==> config.mk <==
export PLATFORM = sky130hd
export DESIGN_NAME = audio_src_sel
export DESIGN_NICKNAME = d
export VERILOG_FILES = /design/src/rtl/asrc_pkg.sv /design/src/rtl/asrc_deser.sv /design/src/rtl/asrc_cal_timer.sv /design/src/rtl/asrc_status.sv /design/src/rtl/audio_src_sel.sv
export SDC_FILE = /design/constraint.sdc
export NUM_CORES = 1
export LEC_CHECK = 0
export BUFFER_PORTS_ARGS = -buffer_cell sky130_fd_sc_hd__buf_2
export CAP_MARGIN = 25
export CORE_MARGIN = 2
export CORE_UTILIZATION = 35
export CTS_CLUSTER_DIAMETER = 30
export CTS_CLUSTER_SIZE = 20
export DETAILED_ROUTE_END_ITERATION = 8
export SYNTH_ARGS = -nofsm -noshare
export SYNTH_HDL_FRONTEND = slang
export SYNTH_HIERARCHICAL = 1
export SYNTH_SLANG_ARGS = --single-unit
export TNS_END_PERCENT = 10
==> constraint.sdc <==
create_clock -name clk_i -period 4 [get_ports clk_i]
set_clock_uncertainty 0.15 [all_clocks]
set_input_delay 0.6 -clock clk_i [delete_from_list [all_inputs] [get_ports clk_i]]
set_output_delay 0.6 -clock clk_i [all_outputs]
set_load 0.005 [all_outputs]
==> src/rtl/asrc_pkg.sv <==
package asrc_pkg;
  typedef enum logic {SRC_RX = 1'b0, SRC_ADC = 1'b1} src_e;

  typedef struct packed {
    logic err;
    logic blk;
    logic cs;
  } rx_stat_t;
endpackage

==> src/rtl/asrc_deser.sv <==
module asrc_deser #(
  parameter int unsigned FRAME_BITS = 64,
  parameter int unsigned SLOT_BITS  = 32,
  parameter int unsigned SAMPLE_W   = 24
) (
  input  logic                clk_i,
  input  logic                rst_ni,
  input  logic                sclk_i,
  input  logic                fs_i,
  input  logic                sd_i,
  output logic                done_o,
  output logic [SAMPLE_W-1:0] left_o,
  output logic [SAMPLE_W-1:0] right_o
);
  localparam int unsigned CNT_W = $clog2(FRAME_BITS + 1);
  localparam int unsigned PAD   = SLOT_BITS - SAMPLE_W;
  localparam logic [CNT_W-1:0] LAST_BIT = CNT_W'(FRAME_BITS - 1);
  localparam logic [CNT_W-1:0] FULL     = CNT_W'(FRAME_BITS);

  logic [2:0]            sclk_q;
  logic [1:0]            fs_q, sd_q;
  logic [CNT_W-1:0]      cnt_q;
  logic [FRAME_BITS-2:0] sh_q;
  logic [FRAME_BITS-1:0] word;
  logic                  rise;
  logic                  unused_pad;

  assign rise = sclk_q[1] & ~sclk_q[2];
  assign word = {sh_q, sd_q[1]};
  assign unused_pad = ^{word[SLOT_BITS+PAD-1:SLOT_BITS], word[PAD-1:0]};

  // two-stage synchroniser, third stage of sclk for edge detect
  always_ff @(posedge clk_i or negedge rst_ni) begin
    if (!rst_ni) begin
      sclk_q <= '0;
      fs_q   <= '0;
      sd_q   <= '0;
    end else begin
      sclk_q <= {sclk_q[1:0], sclk_i};
      fs_q   <= {fs_q[0], fs_i};
      sd_q   <= {sd_q[0], sd_i};
    end
  end

  always_ff @(posedge clk_i or negedge rst_ni) begin
    if (!rst_ni) begin
      cnt_q   <= '0;
      sh_q    <= '0;
      done_o  <= 1'b0;
      left_o  <= '0;
      right_o <= '0;
    end else begin
      done_o <= 1'b0;
      if (rise) begin
        sh_q <= word[FRAME_BITS-2:0];
        if (fs_q[1]) begin
          cnt_q <= CNT_W'(1);
        end else if (cnt_q != '0 && cnt_q < FULL) begin
          cnt_q <= cnt_q + 1'b1;
          if (cnt_q == LAST_BIT) begin
            done_o  <= 1'b1;
            left_o  <= word[FRAME_BITS-1 -: SAMPLE_W];
            right_o <= word[SLOT_BITS-1 -: SAMPLE_W];
          end
        end
      end
    end
  end
endmodule

==> src/rtl/asrc_cal_timer.sv <==
module asrc_cal_timer #(
  parameter longint unsigned CAL_PERIOD = 64'd17280000000000,
  parameter int unsigned     RST_CYC    = 200,
  parameter int unsigned     CAL_CYC    = 100000000
) (
  input  logic clk_i,
  input  logic rst_ni,
  output logic adc_rst_o,
  output logic mute_o
);
  localparam int unsigned CNT_W = $clog2(CAL_PERIOD);
  localparam logic [CNT_W-1:0] LAST     = CNT_W'(CAL_PERIOD - 1);
  localparam logic [CNT_W-1:0] RST_END  = CNT_W'(RST_CYC);
  localparam logic [CNT_W-1:0] MUTE_END = CNT_W'(longint'(RST_CYC) + longint'(CAL_CYC));

  logic [CNT_W-1:0] phase_q;

  always_ff @(posedge clk_i or negedge rst_ni) begin
    if (!rst_ni)              phase_q <= '0;
    else if (phase_q == LAST) phase_q <= '0;
    else                      phase_q <= phase_q + 1'b1;
  end

  assign adc_rst_o = phase_q < RST_END;
  assign mute_o    = phase_q < MUTE_END;
endmodule

==> src/rtl/asrc_status.sv <==
module asrc_status
  import asrc_pkg::*;
#(
  parameter int unsigned ADDR_W = 4,
  parameter int unsigned DATA_W = 8
) (
  input  logic              clk_i,
  input  logic              rst_ni,
  input  logic              latch_i,
  input  rx_stat_t          flags_i,
  input  logic [ADDR_W-1:0] addr_i,
  output rx_stat_t          stat_o,
  output logic [DATA_W-1:0] rdata_o
);
  always_ff @(posedge clk_i or negedge rst_ni) begin
    if (!rst_ni)      stat_o <= '0;
    else if (latch_i) stat_o <= flags_i;
  end

  assign rdata_o = (addr_i == '0) ? DATA_W'(stat_o) : '0;
endmodule

==> src/rtl/audio_src_sel.sv <==
module audio_src_sel
  import asrc_pkg::*;
#(
  parameter int unsigned     FRAME_BITS = 64,
  parameter int unsigned     SLOT_BITS  = 32,
  parameter int unsigned     SAMPLE_W   = 24,
  parameter int unsigned     ADDR_W     = 4,
  parameter int unsigned     DATA_W     = 8,
  parameter longint unsigned CAL_PERIOD = 64'd17280000000000,
  parameter int unsigned     RST_CYC    = 200,
  parameter int unsigned     CAL_CYC    = 100000000
) (
  input  logic                clk_i,
  input  logic                rst_ni,
  input  logic                rx_sclk_i,
  input  logic                rx_fs_i,
  input  logic                rx_sd_i,
  input  logic                rx_lock_i,
  input  logic                rx_cs_i,
  input  logic                rx_blk_i,
  input  logic                rx_err_i,
  input  logic                adc_sclk_i,
  input  logic                adc_fs_i,
  input  logic                adc_sd_i,
  input  logic [ADDR_W-1:0]   reg_addr_i,
  output logic [DATA_W-1:0]   reg_rdata_o,
  output logic [SAMPLE_W-1:0] left_o,
  output logic [SAMPLE_W-1:0] right_o,
  output logic                valid_o,
  output logic                src_adc_o,
  output logic                adc_rst_o
);
  localparam int unsigned N_SRC = 2;

  logic [N_SRC-1:0]    sclk_v, fs_v, sd_v, done_v;
  logic [SAMPLE_W-1:0] l_v [N_SRC];
  logic [SAMPLE_W-1:0] r_v [N_SRC];
  logic                lock_q;
  logic                cal_mute;
  rx_stat_t            flags, stat_q;

  assign sclk_v = {adc_sclk_i, rx_sclk_i};
  assign fs_v   = {adc_fs_i,   rx_fs_i};
  assign sd_v   = {adc_sd_i,   rx_sd_i};

  for (genvar g = 0; g < N_SRC; g++) begin : g_src
    asrc_deser #(
      .FRAME_BITS(FRAME_BITS),
      .SLOT_BITS (SLOT_BITS),
      .SAMPLE_W  (SAMPLE_W)
    ) u_des (
      .clk_i  (clk_i),
      .rst_ni (rst_ni),
      .sclk_i (sclk_v[g]),
      .fs_i   (fs_v[g]),
      .sd_i   (sd_v[g]),
      .done_o (done_v[g]),
      .left_o (l_v[g]),
      .right_o(r_v[g])
    );
  end

  asrc_cal_timer #(
    .CAL_PERIOD(CAL_PERIOD),
    .RST_CYC   (RST_CYC),
    .CAL_CYC   (CAL_CYC)
  ) u_cal (
    .clk_i    (clk_i),
    .rst_ni   (rst_ni),
    .adc_rst_o(adc_rst_o),
    .mute_o   (cal_mute)
  );

  assign flags = '{err: rx_err_i, blk: rx_blk_i, cs: rx_cs_i};

  asrc_status #(
    .ADDR_W(ADDR_W),
    .DATA_W(DATA_W)
  ) u_stat (
    .clk_i  (clk_i),
    .rst_ni (rst_ni),
    .latch_i(done_v[SRC_RX]),
    .flags_i(flags),
    .addr_i (reg_addr_i),
    .stat_o (stat_q),
    .rdata_o(reg_rdata_o)
  );

  // error flag deliberately not part of the choice
  always_ff @(posedge clk_i or negedge rst_ni) begin
    if (!rst_ni) begin
      lock_q    <= 1'b0;
      valid_o   <= 1'b0;
      src_adc_o <= 1'b1;
      left_o    <= '0;
      right_o   <= '0;
    end else begin
      lock_q  <= rx_lock_i;
      valid_o <= 1'b0;
      if (lock_q && done_v[SRC_RX]) begin
        valid_o   <= 1'b1;
        src_adc_o <= 1'b0;
        left_o    <= l_v[SRC_RX];
        right_o   <= r_v[SRC_RX];
      end else if (!lock_q && done_v[SRC_ADC]) begin
        valid_o   <= 1'b1;
        src_adc_o <= 1'b1;
        left_o    <= cal_mute ? '0 : l_v[SRC_ADC];
        right_o   <= cal_mute ? '0 : r_v[SRC_ADC];
      end
    end
  end
endmodule

==> summary.txt, run 1 <==
Clock network
  • Clock H-tree levels: 3
  • Clk sink count: 350
  • CTS Buffer Depth: 3
  • CTS root buffer: clkbuf_16
  • CTS buffer count: between 80 and 90
  • Clk slew on worst S/H paths: 50 ps
  • CTS tree: done
  • Post-CTS setup buffer count: 0
  • Clock latency on the worst-skew pair: 590 ps

Timing
  • Rel. slew slack: 0.314
  • Setup TNS: 0 ps
  • Unrepaired setup endpoints after global routing: no
  • Fmax: around 320 MHz
  • # setup viols final: 0
  • Final Hold Fails: 0
  • Slew Viols, Final: 0
  • Min Tclk post-route: ~3200 ps
  • Tcrit/Tclk final: 0.793
  • Worst slew pin tran: 1030 ps

Synth
  • EDFF count, synth: 0
  • Yosys top cell area share: 0.585
  • Synthesized instance count: roughly 1400
  • Area leader, netlist: dfrtp_1
  • Synth warn: 6
  • Sequential-to-total area share from yosys stat: 0.587
  • Most frequent cells after synthesis: nand2_1, dfrtp_1, mux2_2
  • Top cells by area, synth: dfrtp_1, nand2_1, mux2_2
  • Cell Area, Synth: 14900 µm²
  • Synthesized area per cell: 10.8 µm²
  • Ys async rst share: 1.00
  • Yosys reg bits: 350
  • Netlist cell types: 63
  • Most common cell in the netlist: nand2_1
  • Dominant synthesized flop cell: dfrtp_1

Placement
  • Final GP Congestion: 0.832
  • Buffers added on ports: around 70
  • Placed inst area: around 16000 µm²
  • DPL Wire Length: 18400 µm

Critical path
  • Crit path kind: reg -> out
  • Crit path DAT: about 2400 ps
  • Req. time, crit path: 3250 ps
  • Crit Path Max Fanout: 7
  • Crit. End Element: output pin
  • Critical Path Start Type: register

Drt
  • DR vias: 10100
  • Final WL: 31600 µm
  • Routed len/inst: 15.0 µm
  • DRC errors left: 0
  • Vias/cell: approximately 4.8
  • Initial drt markers: around 420
  • DRT Pass-1 Iters: 4
  • ANT nets after route: 0

Floorplanning
  • Die Height: roughly 210 µm
  • Die Width: between 200 and 250 µm
  • Die area: between 40000 and 50000 µm²
  • Core Box Area: 42000 µm²
  • I/O Pins: 75
  • Initial Util: 0.355
  • FP Rows: 75

Finish
  • Antenna cell count: 0
  • Share of layout cells above drive strength 1: 0.234
  • Area Overhead vs Synth: 27.3%
  • Fin area: about 19000 µm²
  • Nets: approximately 1500
  • Fillcell total: around 3900

Pwr
  • Leak: between 9 and 10 nW
  • Final total power: 0.0114 W
  • PwrDens: around 600 nW/µm²
  • VDD IR max: approximately 340 µV

Global route
  • Vias in the first global route: about 10000
  • Pin count of the biggest net entering global routing: 85
  • Global Route Usage Sum: 0.148
  • Remaining Overflow, GRT: 0
  • Initial antenna violation count: 0
  • First-pass GRT wire length: roughly 54000 µm

Min path
  • Min-delay worst type: in -> reg

Run status
  • Status: completed

Job
  • Max-cap violations: 0
-- area by class of cell --
| class | count | area [µm²] | area share |
|---|---|---|---|
| clock buffer | 123 | 2530 | 0.133 |
| clock inverter | 42 | 598 | 0.0315 |
| inverter | 18 | 67.6 | 0.00356 |
| multi-input combinational | 942 | 5750 | 0.303 |
| sequential | 350 | 8760 | 0.461 |
| tap | 539 | 674 | 0.0355 |
| timing repair buffer | 93 | 618 | 0.0325 |
-- flip-flops by register name, indices dropped and copies added (netlist names), 3 cells and up --
register	count
u_stat/stat_o	3
g_src.u_des/sclk_q	6
g_src.u_des/right_o	48
right_o	24
g_src.u_des/left_o	48
g_src.u_des/sd_q	4
left_o	24
u_cal/phase_q	44
g_src.u_des/sh_q	126
g_src.u_des/fs_q	4
g_src.u_des/cnt_q	14
-- repair_timing --
action,CTS,global route
hold buffers,8,0
gates resized for setup,0,0
hold endpoints to repair,84,0
setup endpoints to repair,0,0
-- metal layers --
metal | global-route usage | part of all wire | wire length [µm]
met1 | 0.203 | 0.48 | 15200
met5 | 0 | 0 | 0
met2 | 0.226 | 0.46 | 14500
met3 | 0.0346 | 0.043 | 1380
met4 | 0.0597 | 0.019 | 591
-- power breakdown --
group	internal, W	switching, W
sequential	0.00367	0.000137
clock	0.00517	0.00214
combinational	0.000115	0.000204
-- cells by family (layout without fill, tap and decap cells) --
kind of cell / count (synthesis) / after routing / share of synthesized area
buffers and inverters: 91 / 276 / 0.0316
flip-flops: 350 / 350 / 0.587
XOR/XNOR: 39 / 39 / 0.0229
AO/OA/AOI/OAI: 82 / 82 / 0.0335
AND/OR/NAND/NOR: 659 / 659 / 0.206
other: 1 / 5 / 0.000251
multiplexers: 152 / 152 / 0.115
adder cells (fa/ha/maj): 5 / 5 / 0.00419
-- final timing paths --
path                                        startpoint                 endpoint  slack (ps)  depth (start not counted)
worst max-delay path                 u_cal/phase_q[31]                adc_rst_o         830                          4
worst min-delay path                           rx_cs_i         u_stat/stat_o[0]         110                          2
worst max register to register       u_cal/phase_q[12]                left_o[1]        1140                          8
worst min register to register  g_src[0].u_des/fs_q[0]   g_src[0].u_des/fs_q[1]         190                          0
max in group asynchronous                       rst_ni  g_src[1].u_des/sh_q[15]        2330                          3
min in group asynchronous                       rst_ni  g_src[1].u_des/cnt_q[0]         460                          2
-- per-stage QoR --
stage	utilization	hold slack, ps	cells	setup WS [ps]
floorplan	-	154	1383	1090
global placement	0.376	184	1934	1160
detailed placement	0.376	185	1934	1120
global route	0.452	103	2107	703
finish	0.452	107	2107	827
CTS	0.452	82.8	2107	790
-- cell usage in the layout (no fill, tap or decap), types with 6 or more instances in the layout --
cell type	count
o211ai_1	6
and2b_1	12
nor2b_1	40
o21ai_1	6
buf_4	11
and3_1	9
nand4_1	19
clkbuf_16	88
buf_2	68
clkbuf_1	15
mux2_4	18
nand2_1	446
dfrtp_1	349
nor4_1	12
dlygate4sd3_1	8
and2_1	7
nor2_1	31
xnor2_1	27
inv_1	18
nand3_1	27
mux2i_1	52
clkbuf_8	20
clkinv_2	14
o21ai_0	49
mux2_2	81
xor2_1	12
bufinv_16	12
-- worst max-delay path, cell delays in order (launching register included) --
cell and delay (ps):
dfrtp_1 450, nor4_1 460, nand4_1 250, nor4_1 480, buf_2 200
No activity file was read; power rests on OpenSTA's default activity.
==> inputs of run 2 (changes only) <==
Settings changed: ABC_AREA set to 1.
Clock period 4 ns to 3.3 ns, I/O delays scaled along.
==> summary.txt, run 2 <==
Placement
  • Buffers added on ports: 69
  • Final GP Congestion: around 0.91
  • DPL Wire Length: 24200 µm

Min path
  • Min-delay src: g_src[0].u_des/sd_q[0]
  • Min-delay worst type: reg -> reg

Finish
  • Nets: ~2000
  • Antenna cell count: 0
  • Top reg by flops: g_src.u_des/sh_q
  • Most common cell after layout, fill and taps aside: nand2_1
  • Most frequent cells in the layout: nand2_1, dfrtp_1, inv_1, nor2_1, nand3_1
  • Largest regs: g_src.u_des/sh_q: 126 flops, g_src.u_des/left_o: 48 flops, g_src.u_des/right_o: 48 flops
  • Max reg flops: between 100 and 150
  • Area Overhead vs Synth: 24.3%
  • Share of layout cells above drive strength 1: 0.140

Floorplanning
  • FP Rows: 77
  • I/O Pins: between 70 and 80
  • Die area: around 47000 µm²
  • Die Height: around 220 µm
  • Core Box Area: between 40000 and 50000 µm²
  • Die Width: approximately 220 µm
  • Initial Util: 0.356

Synth
  • Yosys top cell area share: 0.551
  • Top cells by area, synth: dfrtp_1, nand2_1, inv_1
  • Most common cell in the netlist: nand2_1
  • Synth warn: 6
  • Ys async rst share: 1.00
  • Dominant synthesized flop cell: dfrtp_1
  • Yosys reg bits: 350
  • EDFF count, synth: 0
  • Sequential-to-total area share from yosys stat: 0.552
  • Most frequent cells after synthesis: nand2_1, dfrtp_1, inv_1
  • Netlist cell types: 36
  • Synthesized area per cell: roughly 8 µm²
  • Cell Area, Synth: 15900 µm²
  • Area leader, netlist: dfrtp_1
  • Synthesized instance count: slightly below 2000

Timing
  • Unrepaired setup endpoints after global routing: no
  • Min Hold Slack: between 150 and 200 ps
  • Tcrit/Tclk final: 0.795
  • # setup viols final: 0
  • Worst slew pin tran: ~930 ps
  • Rel. slew slack: 0.380
  • Final Hold Fails: 0
  • Min Tclk post-route: between 2000 and 3000 ps
  • Slew Viols, Final: 0
  • Fmax: 381 MHz
  • Setup TNS: 0 ps

Critical path
  • Req. time, crit path: ~2700 ps
  • Critical R2R Capture: left_o[17]
  • CP startpoint: u_cal/phase_q[25]
  • Reg2Reg Depth: 13
  • Worst reg2reg setup slack: slightly above 1000 ps
  • Crit. End Element: output pin
  • Critical Path Start Type: register
  • Crit path DAT: slightly below 2000 ps
  • Reg2Reg Launch Point: u_cal/phase_q[6]
  • Setup crit end: adc_rst_o
  • Crit Path Max Fanout: 6
  • Crit path kind: reg -> out

Drt
  • Routed len/inst: between 10 and 15 µm
  • Final WL: between 30000 and 40000 µm
  • Vias/cell: about 4.6
  • ANT nets after route: 0
  • DRC errors left: 0
  • Initial drt markers: about 900
  • DR vias: approximately 12000
  • DRT Pass-1 Iters: 5

Global route
  • Remaining Overflow, GRT: 0
  • First-pass GRT wire length: between 60000 and 70000 µm
  • Pin count of the biggest net entering global routing: ~110
  • Global Route Usage Sum: 0.165
  • Initial antenna violation count: 0
  • Vias in the first global route: around 13000

Clock network
  • CTS root buffer: clkbuf_16
  • Clk sink count: between 300 and 400
  • Clock latency on the worst-skew pair: about 590 ps
  • Cts repair resizes: 0
  • Clock H-tree levels: 3
  • CTS tree: done
  • CTS Buffer Depth: 3
  • CTS buffer count: 81
  • Clk slew on worst S/H paths: roughly 40 ps
  • Post-CTS setup buffer count: 0

Run status
  • Status: completed

Pwr
  • Leak: between 9 and 10 nW
  • PwrDens: 679 nW/µm²
  • VDD IR max: about 360 µV

Job
  • Max-cap violations: 0
run 2: routing by layer:
| metal | up-vias | wire length [µm] | global-route usage | share of wire |
|---|---|---|---|---|
| li1 | 6226 | - | - | - |
| met2 | 257 | 17100 | 0.256 | 0.46 |
| met3 | 71 | 1670 | 0.0365 | 0.045 |
| met5 | - | 0 | 0 | 0 |
| met1 | 5941 | 17800 | 0.230 | 0.48 |
| met4 | 0 | 763 | 0.0530 | 0.020 |
run 2: per-stage QoR:
| step | cell area [µm²] | total power, W | setup WS, ps | instances | utilization |
|---|---|---|---|---|---|
| 2_1_floorplan | 15900 | 0.00485 | 1410 | 1945 | - |
| 3_3_place_gp | 16700 | 0.00502 | 999 | 2536 | 0.374 |
| 3_5_place_dp | 16700 | 0.00503 | 1020 | 2536 | 0.374 |
| 4_1_cts | 19700 | 0.0136 | 583 | 2698 | 0.442 |
| 5_1_grt | 19700 | 0.0139 | 499 | 2699 | 0.443 |
| 6_report | 19700 | 0.0134 | 675 | 2699 | 0.443 |
run 2: cell families after synthesis:
logic type	count (synthesis)	synth area share
other	1	0.000236
flip-flops	350	0.552
AO/OA/AOI/OAI	206	0.0701
AND/OR/NAND/NOR	1031	0.273
buffers and inverters	326	0.0885
adder cells (fa/ha/maj)	5	0.00395
XOR/XNOR	22	0.0122
run 2: final cells by class:
| type | instances | area [µm²] |
|---|---|---|
| Clock buffer | 113 | 2330 |
| Clock inverter | 38 | 594 |
| Fill cell | 4425 | 24800 |
| Inverter | 242 | 908 |
| Multi-Input combinational cell | 1269 | 5720 |
| Sequential cell | 350 | 8760 |
| Tap cell | 592 | 741 |
| Timing Repair Buffer | 95 | 661 |
run 2: where the power goes:
group / total [W] / switching (W) / leakage (nW) / internal (W)
clock: 0.00841 / 0.00248 / 1.42 / 0.00593
combinational: 0.000452 / 0.000319 / 3.40 / 0.000132
sequential: 0.00452 / 0.0000883 / 4.80 / 0.00443
total: 0.0134 / 0.00289 / 9.61 / 0.0105
run 2: critical path, cell delays in order, from the launching register on:
cell and delay [ps]:
dfrtp_1 460, nor2_1 230, nand2_1 150, nor2_1 120, nand4_1 130, nor2_1 170
buf_2 140
run 2: what timing repair did:
item                                    4_1_cts  5_1_grt
endpoints found under the setup margin        0        0
hold buffers                                 11        0
hold endpoints to repair                     68        0
run 2: how the worst min path moves through the flow:
stage                                           to  slack [ps]  cells after the start
after detailed placement  g_src[1].u_des/sclk_q[1]         190                      0
final                       g_src[0].u_des/sd_q[1]         190                      0
after global placement    g_src[0].u_des/sclk_q[1]         190                      0
after CTS                   g_src[0].u_des/sd_q[1]         190                      0
after global routing        g_src[0].u_des/sd_q[1]         200                      0
after floorplan            g_src[0].u_des/cnt_q[0]          50                      0
==> inputs of run 3 (changes only) <==
Clock period 3.3 ns to 2.4 ns, I/O delays scaled along.
==> summary.txt, run 3 (synthesis results as in run 2) <==
Run status
  • Status: completed

Placement
  • DPL Wire Length: ~25000 µm
  • Final GP Congestion: just under 0.9
  • Buffers added on ports: 69

Finish
  • Share of layout cells above drive strength 1: 0.159
  • Most common cell after layout, fill and taps aside: nand2_1
  • Area Overhead vs Synth: 26.4%
  • Max reg flops: 126
  • Nets: roughly 2100
  • Reg area: between 8000 and 9000 µm²
  • Largest regs: g_src.u_des/sh_q: 126 flops, g_src.u_des/left_o: 48 flops, g_src.u_des/right_o: 48 flops
  • Most frequent cells in the layout: nand2_1, dfrtp_1, inv_1, nand3_1, nor2_1
  • Fillcell total: 4293
  • Area of the multi-input gates: approximately 5800 µm²
  • Antenna cell count: 0
  • Top reg by flops: g_src.u_des/sh_q

Critical path
  • CP peak stage delay: between 400 and 500 ps
  • Crit Path Max Fanout: 5
  • Crit path kind: reg -> out
  • Req. time, crit path: roughly 1900 ps
  • Crit path cell chain: nor3_4 > nor2_2 > nor2_1 > nand4_1 > nor2_2 > buf_2
  • Critical Path Start Type: register
  • Critical path's most frequent cell: nor2_2
  • Cell family with most CP delay: simple AND/OR/NAND/NOR gates
  • WP buf/inv: 1
  • Crit path DAT: roughly 1800 ps
  • Slowest-stage cell, CP: dfrtp_2
  • Crit. End Element: output pin

Timing
  • Fmax: about 440 MHz
  • Worst slew pin tran: between 600 and 700 ps
  • Unrepaired setup endpoints after global routing: yes
  • Setup TNS: 0 ps
  • Tcrit/Tclk final: 0.954
  • Slew Viols, Final: 0
  • # setup viols final: 0
  • Final Hold Fails: 0
  • Rel. slew slack: 0.535
  • Min Tclk post-route: between 2000 and 2500 ps

Global route
  • Pin count of the biggest net entering global routing: between 100 and 150
  • Remaining Overflow, GRT: 0
  • First-pass GRT wire length: 64700 µm
  • Global Route Usage Sum: 0.170
  • Initial antenna violation count: 0
  • Vias in the first global route: approximately 13000

Clock network
  • CTS root buffer: clkbuf_16
  • CTS Buffer Depth: 3
  • Clk slew on worst S/H paths: ~40 ps
  • Clock latency on the worst-skew pair: roughly 610 ps
  • CTS tree: done
  • CTS buffer count: 84
  • Clock H-tree levels: 3
  • Clk sink count: 350

Drt
  • Uppermost layer routed: met4
  • Vias/cell: 4.69
  • DRC errors left: 0
  • Met3 wire length: between 1500 and 2000 µm
  • WL met1: roughly 18000 µm
  • Final WL: about 39000 µm
  • Initial drt markers: just under 1000
  • DRT Pass-1 Iters: 5
  • ANT nets after route: 0
  • Routed len/inst: around 14 µm
  • DR vias: about 13000
  • Met2 wire len: between 15000 and 20000 µm

Floorplanning
  • Die Height: about 220 µm
  • Initial Util: 0.356
  • FP Rows: 77
  • I/O Pins: 75
  • Die area: 47000 µm²
  • Core Box Area: around 45000 µm²
  • Die Width: ~220 µm

Job
  • Max-cap violations: 0

Pwr
  • PwrDens: slightly above 900 nW/µm²
  • Logic pwr share: 0.034
  • Final total power: approximately 0.019 W
  • VDD IR max: a little under 600 µV
  • Leak: 9.76 nW
  • Sequential share of power: 0.333
  • Int Pwr: approximately 0.015 W
  • Switch share: 0.219
  • Clock network power share: 0.633
  • Switching power: slightly above 0.004 W

Min path
  • Min-delay worst type: in -> async
==> run 3: power by group through the flow <==
| stage | Clock (W) | Combinational (W) | Sequential, W |
|---|---|---|---|
| after floorplan | 0 | 0.000400 | 0.00627 |
| after global placement | 0 | 0.000632 | 0.00629 |
| after detailed placement | 0 | 0.000641 | 0.00629 |
| after CTS | 0.0120 | 0.000661 | 0.00621 |
| after global routing | 0.0124 | 0.000767 | 0.00623 |
| final | 0.0118 | 0.000642 | 0.00621 |
==> run 3: metal layers <==
metal	GRT usage	vias up
li1	-	6270
met1	0.229	6075
met4	0.0628	0
met3	0.0373	84
met5	0	-
met2	0.269	321
==> run 3: final timing paths <==
check / to / cells after the start / from / slack [ps]
worst max-delay path: adc_rst_o / 6 / u_cal/phase_q[3] / 110
worst min-delay path: g_src[0].u_des/sd_q[0] / 2 / rst_ni / 90
worst max register to register: left_o[7] / 12 / u_cal/phase_q[23] / 240
worst min register to register: g_src[1].u_des/sclk_q[1] / 0 / g_src[1].u_des/sclk_q[0] / 200
max in group asynchronous: u_cal/phase_q[24] / 3 / rst_ni / 1270
min in group clk_i: g_src[1].u_des/sclk_q[1] / 0 / g_src[1].u_des/sclk_q[0] / 200
==> run 3: final cells by class <==
type,count,share of cell area
sequential,350,0.438
multi-input combinational,1269,0.288
clock buffer,114,0.121
inverter,242,0.0453
timing repair buffer,114,0.0422
tap,592,0.0370
clock inverter,38,0.0295
==> run 3: what timing repair did <==
action | in CTS | in global routing
gates resized for setup | 10 | 14
setup buffers | 4 | 2
pin swaps | 2 | 6
endpoints found under the setup margin | 1 | 1
gates cloned | 0 | 0
hold buffers | 11 | 0
endpoints found under the hold margin | 359 | 0
==> run 3: metrics by stage <==
| step | instance area, µm² | hold WS, ps | util | setup WS, ps | cells |
|---|---|---|---|---|---|
| after floorplan | 15900 | -85.6 | - | 514 | 1945 |
| after global placement | 16800 | 134 | 0.378 | 203 | 2551 |
| final | 20000 | 92.8 | 0.450 | 110 | 2719 |
| after detailed placement | 16800 | 133 | 0.378 | 226 | 2551 |
| after CTS | 20000 | 84.3 | 0.449 | 0.219 | 2718 |
| after global routing | 20000 | 97.6 | 0.450 | -20.4 | 2719 |
==> run 3: worst register-to-register path: cells and delay by family (launching register included) <==
| family | cells | cell delay, ps |
|---|---|---|
| AOI/OAI and AO/OA | 1 | 120 |
| DFF | 1 | 480 |
| and+or+nand+nor | 8 | 820 |
| buffers and inverters | 3 | 530 |
